--- config.mk ---
export PLATFORM = sky130hd
export DESIGN_NAME = cfg_loader
export DESIGN_NICKNAME = d
export VERILOG_FILES = /design/src/rtl/cfgldr_pkg.sv /design/src/rtl/cfg_ldr_datapath.sv /design/src/rtl/cfg_ldr_ctrl.sv /design/src/rtl/cfg_loader.sv
export SDC_FILE = /design/constraint.sdc
export NUM_CORES = 1
export LEC_CHECK = 0
export CORE_ASPECT_RATIO = 1.5
export CORE_UTILIZATION = 30
export CTS_CLUSTER_SIZE = 28
export DETAILED_ROUTE_END_ITERATION = 7
export DONT_BUFFER_PORTS = 1
export GPL_ROUTABILITY_DRIVEN = 0
export GPL_TIMING_DRIVEN = 0
export PLACE_DENSITY_LB_ADDON = 0.05
export SLEW_MARGIN = 25
export SYNTH_ARGS = -nofsm -noshare
export SYNTH_HDL_FRONTEND = slang
export SYNTH_SLANG_ARGS = --single-unit
export TNS_END_PERCENT = 50
--- constraint.sdc ---
create_clock -name clk -period 4.6 [get_ports clk]
set_input_delay 0.92 -clock clk [delete_from_list [all_inputs] [get_ports clk]]
set_output_delay 0.92 -clock clk [all_outputs]
set_load 0.1 [all_outputs]
--- src/rtl/cfgldr_pkg.sv ---
package cfgldr_pkg;
  localparam int BYTE_W = 8;

  // Control-to-datapath strobes
  typedef struct packed {
    logic loadWord;  // capture a bus word into the buffer
    logic flush;     // drop buffered data
    logic shiftEn;   // bytes may leave on download-clock ticks
  } dpStrobe_t;
endpackage

--- src/rtl/cfg_ldr_datapath.sv ---
module cfg_ldr_datapath
  import cfgldr_pkg::*;
#(
  parameter int DATA_W  = 32,
  parameter int RATIO_W = 8
) (
  input  logic               clk,
  input  logic               rstN,
  input  dpStrobe_t          strobe,
  input  logic [DATA_W-1:0]  wordIn,
  input  logic [RATIO_W-1:0] ratio,
  output logic               bufFull,
  output logic               tgtClk,
  output logic [BYTE_W-1:0]  tgtData,
  output logic               tgtValid
);
  localparam int LANES  = DATA_W / BYTE_W;
  localparam int LANE_W = (LANES > 1) ? $clog2(LANES) : 1;
  localparam logic [LANE_W-1:0] LAST_LANE = LANE_W'(LANES - 1);

  // Download clock divider
  logic [RATIO_W-1:0] divCnt;
  logic               dlClk;
  logic               ratioZero;
  logic               divWrap;
  logic               riseTick;

  assign ratioZero = (ratio == '0);
  assign divWrap   = !ratioZero && (divCnt >= RATIO_W'(ratio - 1'b1));
  assign riseTick  = divWrap && !dlClk;

  always_ff @(posedge clk or negedge rstN) begin
    if (!rstN) begin
      divCnt <= '0;
      dlClk  <= 1'b0;
    end else if (ratioZero) begin
      divCnt <= '0;
      dlClk  <= 1'b0;
    end else if (divWrap) begin
      divCnt <= '0;
      dlClk  <= ~dlClk;
    end else begin
      divCnt <= divCnt + 1'b1;
    end
  end

  assign tgtClk = dlClk;

  // Word buffer split into byte lanes
  logic [DATA_W-1:0] wordBuf;
  logic [BYTE_W-1:0] lane [LANES];
  logic [LANE_W-1:0] laneIdx;
  logic              full;

  for (genvar g = 0; g < LANES; g++) begin : g_lane
    assign lane[g] = wordBuf[g*BYTE_W +: BYTE_W];
  end

  always_ff @(posedge clk or negedge rstN) begin
    if (!rstN) begin
      wordBuf  <= '0;
      laneIdx  <= '0;
      full     <= 1'b0;
      tgtData  <= '0;
      tgtValid <= 1'b0;
    end else begin
      tgtValid <= 1'b0;
      if (strobe.flush) begin
        full    <= 1'b0;
        laneIdx <= '0;
      end else if (strobe.loadWord) begin
        wordBuf <= wordIn;
        full    <= 1'b1;
        laneIdx <= '0;
      end else if (riseTick && full && strobe.shiftEn) begin
        tgtData  <= lane[laneIdx];
        tgtValid <= 1'b1;
        if (laneIdx == LAST_LANE) begin
          full    <= 1'b0;
          laneIdx <= '0;
        end else begin
          laneIdx <= laneIdx + 1'b1;
        end
      end
    end
  end

  assign bufFull = full;
endmodule

--- src/rtl/cfg_ldr_ctrl.sv ---
module cfg_ldr_ctrl
  import cfgldr_pkg::*;
#(
  parameter int DATA_W       = 32,
  parameter int ADDR_W       = 12,
  parameter int RATIO_W      = 8,
  parameter int RESET_CYCLES = 4,
  parameter logic [ADDR_W-1:0] CTRL_OFS   = 12'h140,
  parameter logic [ADDR_W-1:0] RATIO_OFS  = 12'h144,
  parameter logic [ADDR_W-1:0] DATA_OFS   = 12'h148,
  parameter logic [ADDR_W-1:0] KEY_OFS    = 12'h14C,
  parameter logic [DATA_W-1:0] UNLOCK_KEY = 32'h554E4C4B
) (
  input  logic               clk,
  input  logic               rstN,
  input  logic               busValid,
  input  logic               busWrite,
  input  logic [ADDR_W-1:0]  busAddr,
  input  logic [DATA_W-1:0]  busWdata,
  output logic [DATA_W-1:0]  busRdata,
  output logic               busReady,
  output logic               busErr,
  input  logic               jtagBusy,
  input  logic               extCfgBusy,
  input  logic               tgtErr,
  input  logic               tgtDone,
  input  logic               bufFull,
  output dpStrobe_t          strobe,
  output logic [RATIO_W-1:0] ratio,
  output logic               lockedQ,
  output logic               cfgQ,
  output logic               doneQ,
  output logic               busyQ
);
  localparam int RC_W = $clog2(RESET_CYCLES + 1);

  logic [RATIO_W-1:0] ratioQ;
  logic               errQ;
  logic [RC_W-1:0]    resetCnt;
  logic               resetting;
  logic [2:0]         errSrc;

  logic hitCtrl, hitRatio, hitData, hitKey;
  logic wrCtrl, wrRatio, wrData, wrKey;
  logic lockedWrite;
  logic startReq, startOk, startBad;
  logic abortCfg, finishCfg;

  assign hitCtrl  = (busAddr == CTRL_OFS);
  assign hitRatio = (busAddr == RATIO_OFS);
  assign hitData  = (busAddr == DATA_OFS);
  assign hitKey   = (busAddr == KEY_OFS);

  assign resetting = (resetCnt != '0);
  assign busyQ     = cfgQ && (resetting || bufFull);
  assign errSrc    = {extCfgBusy, (ratioQ == '0), jtagBusy};

  // Bus handshake: only data writes can stall
  assign busReady    = !(busValid && busWrite && hitData && busyQ);
  assign lockedWrite = busValid && busWrite && lockedQ && (hitCtrl || hitRatio);
  assign busErr      = lockedWrite;

  assign wrCtrl  = busValid && busWrite && hitCtrl  && !lockedQ;
  assign wrRatio = busValid && busWrite && hitRatio && !lockedQ;
  assign wrData  = busValid && busWrite && hitData  && busReady;
  assign wrKey   = busValid && busWrite && hitKey;

  assign startReq = wrCtrl && busWdata[1] && !cfgQ;
  assign startOk  = startReq && (errSrc == 3'b000);
  assign startBad = startReq && (errSrc != 3'b000);
  assign abortCfg  = cfgQ && tgtErr;
  assign finishCfg = cfgQ && !resetting && !bufFull && tgtDone && !abortCfg;

  always_comb begin
    strobe.loadWord = wrData && cfgQ;
    strobe.flush    = startOk || abortCfg;
    strobe.shiftEn  = cfgQ && !resetting;
  end

  always_ff @(posedge clk or negedge rstN) begin
    if (!rstN) begin
      lockedQ  <= 1'b1;
      cfgQ     <= 1'b0;
      doneQ    <= 1'b0;
      errQ     <= 1'b0;
      ratioQ   <= '0;
      resetCnt <= '0;
    end else begin
      if (resetting) resetCnt <= resetCnt - 1'b1;

      if (abortCfg) begin
        cfgQ <= 1'b0;
        errQ <= 1'b1;
      end else if (finishCfg) begin
        cfgQ  <= 1'b0;
        doneQ <= 1'b1;
      end

      if (wrKey && (busWdata == UNLOCK_KEY)) lockedQ <= 1'b0;
      if (wrCtrl && busWdata[0]) lockedQ <= 1'b1;
      if (wrRatio) ratioQ <= busWdata[RATIO_W-1:0];

      if (startBad) errQ <= 1'b1;
      if (startOk) begin
        errQ     <= 1'b0;
        cfgQ     <= 1'b1;
        doneQ    <= 1'b0;
        resetCnt <= RC_W'(RESET_CYCLES);
      end
    end
  end

  assign ratio = ratioQ;

  // Read mux
  logic [7:0] statusByte;
  assign statusByte = {errSrc, errQ, doneQ, busyQ, cfgQ, lockedQ};

  always_comb begin
    busRdata = '0;
    if (busValid && !busWrite) begin
      if (hitCtrl)       busRdata = DATA_W'(statusByte);
      else if (hitRatio) busRdata = DATA_W'(ratioQ);
    end
  end
endmodule

--- src/rtl/cfg_loader.sv ---
module cfg_loader
  import cfgldr_pkg::*;
#(
  parameter int DATA_W       = 32,
  parameter int ADDR_W       = 12,
  parameter int RATIO_W      = 8,
  parameter int RESET_CYCLES = 4
) (
  input  logic              clk,
  input  logic              rstN,
  input  logic              busValid,
  input  logic              busWrite,
  input  logic [ADDR_W-1:0] busAddr,
  input  logic [DATA_W-1:0] busWdata,
  output logic [DATA_W-1:0] busRdata,
  output logic              busReady,
  output logic              busErr,
  input  logic              jtagBusy,
  input  logic              extCfgBusy,
  input  logic              tgtErr,
  input  logic              tgtDone,
  output logic              tgtClk,
  output logic [BYTE_W-1:0] tgtData,
  output logic              tgtValid
);
  dpStrobe_t          strobe;
  logic [RATIO_W-1:0] ratioQ;
  logic               bufFull;
  logic               lockedQ;
  logic               cfgQ;
  logic               doneQ;
  logic               busyQ;

  cfg_ldr_ctrl #(
    .DATA_W(DATA_W), .ADDR_W(ADDR_W), .RATIO_W(RATIO_W), .RESET_CYCLES(RESET_CYCLES)
  ) u_ctrl (
    .clk(clk), .rstN(rstN),
    .busValid(busValid), .busWrite(busWrite), .busAddr(busAddr), .busWdata(busWdata),
    .busRdata(busRdata), .busReady(busReady), .busErr(busErr),
    .jtagBusy(jtagBusy), .extCfgBusy(extCfgBusy), .tgtErr(tgtErr), .tgtDone(tgtDone),
    .bufFull(bufFull), .strobe(strobe), .ratio(ratioQ),
    .lockedQ(lockedQ), .cfgQ(cfgQ), .doneQ(doneQ), .busyQ(busyQ)
  );

  cfg_ldr_datapath #(
    .DATA_W(DATA_W), .RATIO_W(RATIO_W)
  ) u_dp (
    .clk(clk), .rstN(rstN), .strobe(strobe), .wordIn(busWdata), .ratio(ratioQ),
    .bufFull(bufFull), .tgtClk(tgtClk), .tgtData(tgtData), .tgtValid(tgtValid)
  );
endmodule

# Yosys cells after proc, flatten, opt, wreduce, memory -nomap -nowiden
# Index checks and enable logic that the tools add are counted.
# Widths: inputs -> output; s select.
[word_totals] output_inout_bits=44 register_bits=68 elab_cells=121 input_bits=52
[op_classes] add_sub_neg=4 muxes=34 eq_ne=7 bitwise_logic=4 reduce_logical=57 magnitude_cmp=2
[op_table] cell="$mux 32" count=2
[op_table] cell="$eq 12x9->1 const B" count=4
[op_table] cell="$mux 8" count=5
[op_table] cell="$eq 32x31->1 const B" count=1
[op_table] cell="$logic_and 1x1->1" count=29
[op_table] cell="$mux 1" count=20
[op_table] cell="$reduce_bool 3->1" count=6
[op_table] cell="$bmux 8 s2" count=1
[op_table] cell="$logic_not 1->1" count=9
[op_table] cell="$add 8x1->8 const B" count=1
[op_table] cell="$ge 8x8->1" count=1
[op_table] cell="$logic_not 8->1" count=1
[op_table] cell="$mux 2" count=4
[op_table] cell="$reduce_bool 2->1" count=4
[op_table] cell="$sub 8x1->8 const B" count=1
[op_table] cell="$mux 3" count=2
[op_table] cell="$reduce_and 2->1" count=3
[op_table] cell="$ge 3x3->1 const B" count=1
[op_table] cell="$logic_not 3->1" count=1
[op_table] cell="$logic_or 1x1->1" count=3
[op_table] cell="$not 1->1" count=3
[op_table] cell="$not 2->3" count=1
[op_table] cell="$reduce_and 3->1" count=1
[op_table] cell="$sub 3x1->3 const B" count=1
[op_table] cell="other kinds (3)" count=3

# Longest topological paths before layout
# Gate-level depths: netlist of run 1.
[logic_depth] depth_word=9 mapped_depth=11

# By module
# A second synthesis of run 1 with hierarchy kept.
[unflattened] cells_unflattened=314 area_unflattened_um2=3751.1
[modules_own_cells] mod="cfg_ldr_datapath" instances=1 area_each_um2=2560.0 seq_area_each_um2=1326.3 cells_per_inst=187
[modules_own_cells] mod="cfg_ldr_ctrl" instances=1 area_each_um2=1191.1 seq_area_each_um2=376.6 cells_per_inst=127

# Least setup slack after synthesis of run 1
# No wires, ideal clock.
[synth_timing] kind="in2out" startpoint="in busAddr[4]" endpoint="out busRdata[1]" arrival_time_ns=3.646 t_required_ns=3.680 path_slack_ns=0.034 cell_stages=4 n_path_buf=0 path_cell_list="or4b_1 -> nor4_1 -> nand2_1 -> a21oi_1"
[synth_between] elab_chain_len=4 word_cells_on_any_way=5 classes_between="eq/ne: 2; mux: 3"
[synth_rtl] item="start, declared" line="cfg_loader.sv:13" source="input logic [ADDR_W-1:0] busAddr,"
[synth_rtl] item="$eq 12x9->1" line="cfg_ldr_ctrl.sv:50" source="assign hitRatio = (busAddr == RATIO_OFS);"
[synth_rtl] item="$mux 8" line="cfg_ldr_ctrl.sv:123" source="else if (hitRatio) busRdata = DATA_W'(ratioQ);"
[synth_rtl] item="$mux 32 (*)" line="cfg_ldr_ctrl.sv:122" source="if (hitCtrl) busRdata = DATA_W'(statusByte);"
[synth_rtl] item="$mux 32 (*)" line="cfg_ldr_ctrl.sv:121" source="if (busValid && !busWrite) begin"
[synth_rtl] item="end, declared" line="cfg_loader.sv:15" source="output logic [DATA_W-1:0] busRdata,"
# Mark *: on every way between the ends. The rest lies on a longest branch, timed or not.

# Worst setup path in the final report of run 1
[layout_timing] startpoint="in busAddr[4]" endpoint="out busRdata[4]"
# Same word-level chain as after synthesis.

==> results.txt, run 1 <==
Status: complete, no violations
CTS Buffer Depth: 2
Sw Share: 0.313
Async S/R FF share, synth: 1.00
Synthesized area: 0.00384 mm²
RR Startpoint: u_ctrl.ratio[0]$_DFFE_PN0P_
Tcrit/Tclk final: 0.955
Cell-internal power: 1.16 mW
Rows: 50
Max IR drop VDD: 0.167 mV
Area leader, netlist: dfrtp_1
Clock Sinks: 68
Sw power: 0.529 mW
Clock power share: 0.411
Met3 wire len: 498 µm
DRC: 0
Most frequent cell after synthesis: dfrtp_1
Maximum clock rate: 0.228 GHz
Io pins: 96
Sequential-to-total area share from yosys stat: 0.444
Overall Global Routing Usage: 0.160
Wirelength, routed: 9750 µm
Non-Filler Instances: 514
Final nets: 418
Buffers on Ports: 0
Setup tns final: 0 ns
Slew @ Worst Pin: 1.08 ns
Chip Width: 94.4 µm
Post-CTS setup buffers: 0
Critical path fanouts, max: 8
CTS Buf Count: 9
Inst Count DP: 498
Avg Synthesized Cell Area: 12.0 µm²
Reg2reg end: u_dp.tgtData[4]$_DFFE_PN0P_
Synth Instances: 319
Seq pwr share: 0.413
Synth-to-layout area growth: 15.9%
Ys flop type: dfrtp_1
Reg2Reg Depth: 11
Slew Limit Fails: 0
CTS clk-pin slew, worst paths: 0.06 ns
N_diodes: 0
Setup Viol. Count Final: 0
Yosys reg bits: 68
Vias: 2527
Hold buffers post-CTS: 0
Die area: 0.0133 mm²
Synth top area cells: dfrtp_1 (44%), mux2_2 (12%), buf_4 (4.9%)
Ratio of cells with drive above 1 in the final layout: 0.307
Top cells by count, synth: dfrtp_1 (67), mux2_2 (41), nor2_1 (27)
Initial DRC Count: 96
Critical path required time: 3.68 ns
Post-detailed-route wirelength per cell: 19.0 µm
Initial antenna violation count: 0
Antenna-violating nets left: 0
Vias/cell: 4.92
Uppermost layer routed: met4
Root Buffer: clkbuf_16
Worst reg2reg setup slack: 1.13 ns
Met2 wire length: 5320 µm
Clk Latency, worst-skew pair: 0.33 ns
H-tree depth: 3
Slew headroom: 0.279
Max-Cap Viols: 0
Core Region: 0.0124 mm²
CP arrival: 3.47 ns
Min-delay worst type: in -> async
Number of synthesized flops with an enable pin: 0
Vias in the first global route: 2694
Crit path from: busAddr[4]
Initial Util: 0.308
Final hold vios: 0
Ys Warns: 0
Grt ovf: 0
Die H: 141 µm
Startpoint Class: primary input
Post-synth top area share: 0.437
Power per Cell Area: 380 mW/mm²
Global-route wire length before repair: 15700 µm
Leakage power: 2.15 nW
Post-DP HPWL: 7490 µm
Final hold slack: 0.282 ns
Comb power frac: 0.176
Clk_skew: 0.00817 ns
Largest net degree at the start of global routing: 69
Kind of critical path: in -> out
Final min period: 4.39 ns
Number of instances resized during post-cts repair: 0
First-pass DRT Iterations: 4
Post-synthesis cell type count: 55
CP Capture Type: output port
RSZ-0062 raised after global routing: false
CTS tree: yes
Met1 WL: 3830 µm
-- worst max-delay path by stage --
| stage | to |
|---|---|
| CTS | busRdata[2] |
| floorplan | busRdata[1] |
| finish | busRdata[4] |
| detailed placement | busRdata[2] |
| global route | busRdata[3] |
| global placement | busRdata[1] |
-- state kept, by name, summed over array words and instances, names as in the netlist, 2 cells and up --
register and cells:
u_ctrl.ratio 8, u_ctrl.resetCnt 3, u_dp.divCnt 8, u_dp.laneIdx 2
u_dp.tgtData 8, u_dp.wordBuf 32
-- per-stage QoR --
stage / cell area [µm²] / setup slack [ns] / power [mW] / utilization
3_3_place_gp: 4120 / -0.307 / 1.00 / 0.331
6_report: 4450 / 0.209 / 1.69 / 0.357
3_5_place_dp: 4160 / 0.209 / 1.01 / 0.334
5_1_grt: 4450 / 0.0852 / 1.77 / 0.357
2_1_floorplan: 3930 / 0.0340 / 0.953 / -
4_1_cts: 4450 / 0.212 / 1.71 / 0.357
-- per-layer routing --
metal,vias up,GRT usage
met4,0,0.0551
met3,9,0.0402
met2,60,0.284
met1,1270,0.183
li1,1188,-
met5,-,0
-- placed cells by master (no fill, tap or decap), types with 8 or more instances in the layout --
cell       netlist  final
a21oi_1          9      8
buf_4           25     25
clkbuf_16        0      9
conb_1           1     24
dfrtp_1         67     67
ha_1            13     13
inv_1            8      8
mux2_2          41     41
nand2_1         11     11
nand3_1         10     10
nor2_1          27     20
-- critical path, cell delays in order --
cell     delay, ns
or4b_1        0.61
nor4_1        0.49
nand2_1       0.46
nor2_2        0.98
-- final cells by class --
class | count | area [µm²]
Fill cell | 1267 | 8000
Inverter | 8 | 30.0
Buffer | 33 | 241
Multi-Input combinational cell | 233 | 1990
Tap cell | 156 | 195
Clock buffer | 12 | 246
Sequential cell | 68 | 1700
Clock inverter | 4 | 48.8
-- power groups by stage --
stage,Sequential [mW],Combinational [mW],Clock (mW)
5_1_grt,0.704,0.326,0.740
2_1_floorplan,0.698,0.255,0
3_3_place_gp,0.709,0.296,0
3_5_place_dp,0.709,0.299,0
4_1_cts,0.698,0.301,0.709
6_report,0.698,0.298,0.695
-- logic make-up (layout without fill, tap and decap cells) --
family / after synthesis / in the layout / share of synthesized area
compound gates: 25 / 25 / 0.0427
mux: 60 / 60 / 0.205
buf+inv: 41 / 57 / 0.0707
simple gates: 98 / 98 / 0.165
fa+ha+maj: 13 / 13 / 0.0424
other cells: 1 / 24 / 0.000977
flops: 68 / 68 / 0.444
xor+xnor: 13 / 13 / 0.0297
Power figures use the tool's default switching activity.
==> run 2: changes to the inputs <==
- CORE_UTILIZATION: 30 -> 60
==> results.txt, run 2 (synthesized netlist as in run 1, its figures left out) <==
Initial DRC Count: 118 (+23%)
Final min period: 4.29 ns (-0.100 ns)
Wirelength, routed: 7780 µm (-20%)
Chip Width: 67.3 µm (-29%)
Core Region: 0.00617 mm² (-50%)
Slew @ Worst Pin: 1.06 ns (-0.0154 ns)
Critical path required time: 3.68 ns (about the same)
Final nets: 418 (unchanged)
Rows: 35 (-30%)
Clk Latency, worst-skew pair: 0.34 ns (about the same)
Leakage power: 2.10 nW (-2.6%)
Most frequent cells in the layout: dfrtp_1 (67), mux2_2 (41), buf_4 (25)
Startpoint Class: primary input
Post-DP HPWL: 5980 µm (-20%)
Hold buffers post-CTS: 0 (unchanged)
CTS clk-pin slew, worst paths: 0.08 ns (+0.02 ns)
Top delay family on crit path: simple AND/OR/NAND/NOR gates
Vias: 2485 (-1.7%)
Buffers on Ports: 0 (unchanged)
Slew headroom: 0.290 (+0.0103)
Clock Sinks: 68 (unchanged)
Initial Util: 0.622 (+0.313)
Reg2Reg Depth: 11 (unchanged)
Post-CTS setup buffers: 0 (unchanged)
Ratio of cells with drive above 1 in the final layout: 0.307 (unchanged)
Synth-to-layout area growth: 10.6%
Util after Layout: 0.688 (+0.330)
Fillers: 508 (-60%)
Biggest register: u_dp.wordBuf
N_diodes: 0 (unchanged)
Max IR drop VDD: 0.386 mV (+130%)
Final hold vios: 0 (unchanged)
Min-delay worst type: in -> async
CTS Buffer Depth: 2 (unchanged)
Root Buffer: clkbuf_8
Largest net degree at the start of global routing: 69 (unchanged)
Vias/cell: 5.75 (+17%)
Kind of critical path: in -> out
Slowest stage delay, CP: 0.95 ns (-0.03 ns)
Die H: 100 µm (-29%)
Crit path depth: 4 (unchanged)
Tcrit/Tclk final: 0.933 (-0.0218)
Most common cell after layout, fill and taps aside: dfrtp_1
Slew Limit Fails: 0 (unchanged)
CP arrival: 3.37 ns (-0.10 ns)
Setup Viol. Count Final: 0 (unchanged)
Maximum clock rate: 0.233 GHz (+2.3%)
CP max-delay cell: nor2_2
Number of instances resized during post-cts repair: 0 (unchanged)
Overall Power: 1.47 mW (-13%)
Die area: 0.00673 mm² (-49%)
H-tree depth: 3 (unchanged)
Antenna-violating nets left: 0 (unchanged)
Largest register FFs: 32 (unchanged)
CTS Buf Count: 9 (unchanged)
Worst Path Buf+Inv: 0 (unchanged)
Power per Cell Area: 345 mW/mm² (-9.1%)
RSZ-0062 raised after global routing: false
Clk_skew: 0.0103 ns (+0.00211 ns)
Grt ovf: 0 (unchanged)
CTS tree: yes
Vias in the first global route: 2492 (-7.5%)
Critical path fanouts, max: 8 (unchanged)
Global-route wire length before repair: 12300 µm (-22%)
Final hold slack: 0.262 ns (-0.0198 ns)
Io pins: 96 (unchanged)
Crit path cell chain: or4b_1, nor4_1, nand2_1, nor2_2
DRC: 0 (unchanged)
Initial antenna violation count: 0 (unchanged)
CP Capture Type: output port
First-pass DRT Iterations: 4 (unchanged)
Status: complete, no violations
Post-detailed-route wirelength per cell: 18.0 µm (-5.1%)
Overall Global Routing Usage: 0.252 (+0.0915)
Max-Cap Viols: 0 (unchanged)
==> run 2: changes by cell type in the layout (fill, tap and decap cells not counted), sizes merged <==
cell | before | now
clkinv | 3 | 2
clkinvlp | 0 | 2
clkbuf | 13 | 12
==> run 2: final cells by class <==
cell class / instances / area [µm²] / share of cell area
Clock buffer: 11 / 131 / 0.0309
Tap cell: 74 / 92.6 / 0.0218
Inverter: 8 / 30.0 / 0.00707
Buffer: 33 / 241 / 0.0569
Multi-Input combinational cell: 233 / 1990 / 0.468
Sequential cell: 68 / 1700 / 0.401
Clock inverter: 5 / 62.6 / 0.0147
==> run 2: metrics by stage <==
step                      area (µm²)  setup WS [ns]  setup TNS (ns)  instances
final                           4250          0.309               0        432
after global routing            4250          0.169               0        432
after CTS                       4240          0.303               0        432
after detailed placement        4050          0.302               0        416
after global placement          4020         -0.211          -0.211        416
after floorplan                 3930         0.0340               0        342
==> run 2: metal layers <==
metal / wire length [µm] / GRT usage / vias up
met2: 4070 / 0.426 / 81
met3: 487 / 0.0716 / 14
met1: 3060 / 0.300 / 1199
met4: 148 / 0.0867 / 0
met5: 0 / 0 / -
li1: - / - / 1191
==> run 2: power breakdown <==
group | internal (mW) | total (mW) | switching (mW)
clock network | 0.252 | 0.479 | 0.227
logic | 0.0965 | 0.291 | 0.195
registers | 0.630 | 0.696 | 0.0655
==> run 2: path summary, 6_finish.rpt <==
path,startpoint,to,slack [ns]
hold / removal,rstN,u_dp.tgtData[3]$_DFFE_PN0P_,0.26
max in group asynchronous,rstN,u_ctrl.lockedQ$_DFFE_PN1P_,4.14
min in group clk,u_dp.wordBuf[8]$_DFFE_PN0P_,u_dp.wordBuf[8]$_DFFE_PN0P_,0.50
setup / recovery,busAddr[4],busRdata[3],0.31
hold reg to reg,u_dp.wordBuf[8]$_DFFE_PN0P_,u_dp.wordBuf[8]$_DFFE_PN0P_,0.50
setup reg to reg,u_ctrl.ratio[0]$_DFFE_PN0P_,u_dp.tgtData[0]$_DFFE_PN0P_,1.22
==> run 2: worst register-to-register path: cells and delay by family, from the launching register on <==
kind,cells,cell delay [ns]
XOR/XNOR,1,0.08
adder cells (fa/ha/maj),2,0.52
flip-flops,1,0.40
buffers and inverters,1,0.15
AO/OA/AOI/OAI,2,0.25
multiplexers,1,0.35
AND/OR/NAND/NOR,4,1.53
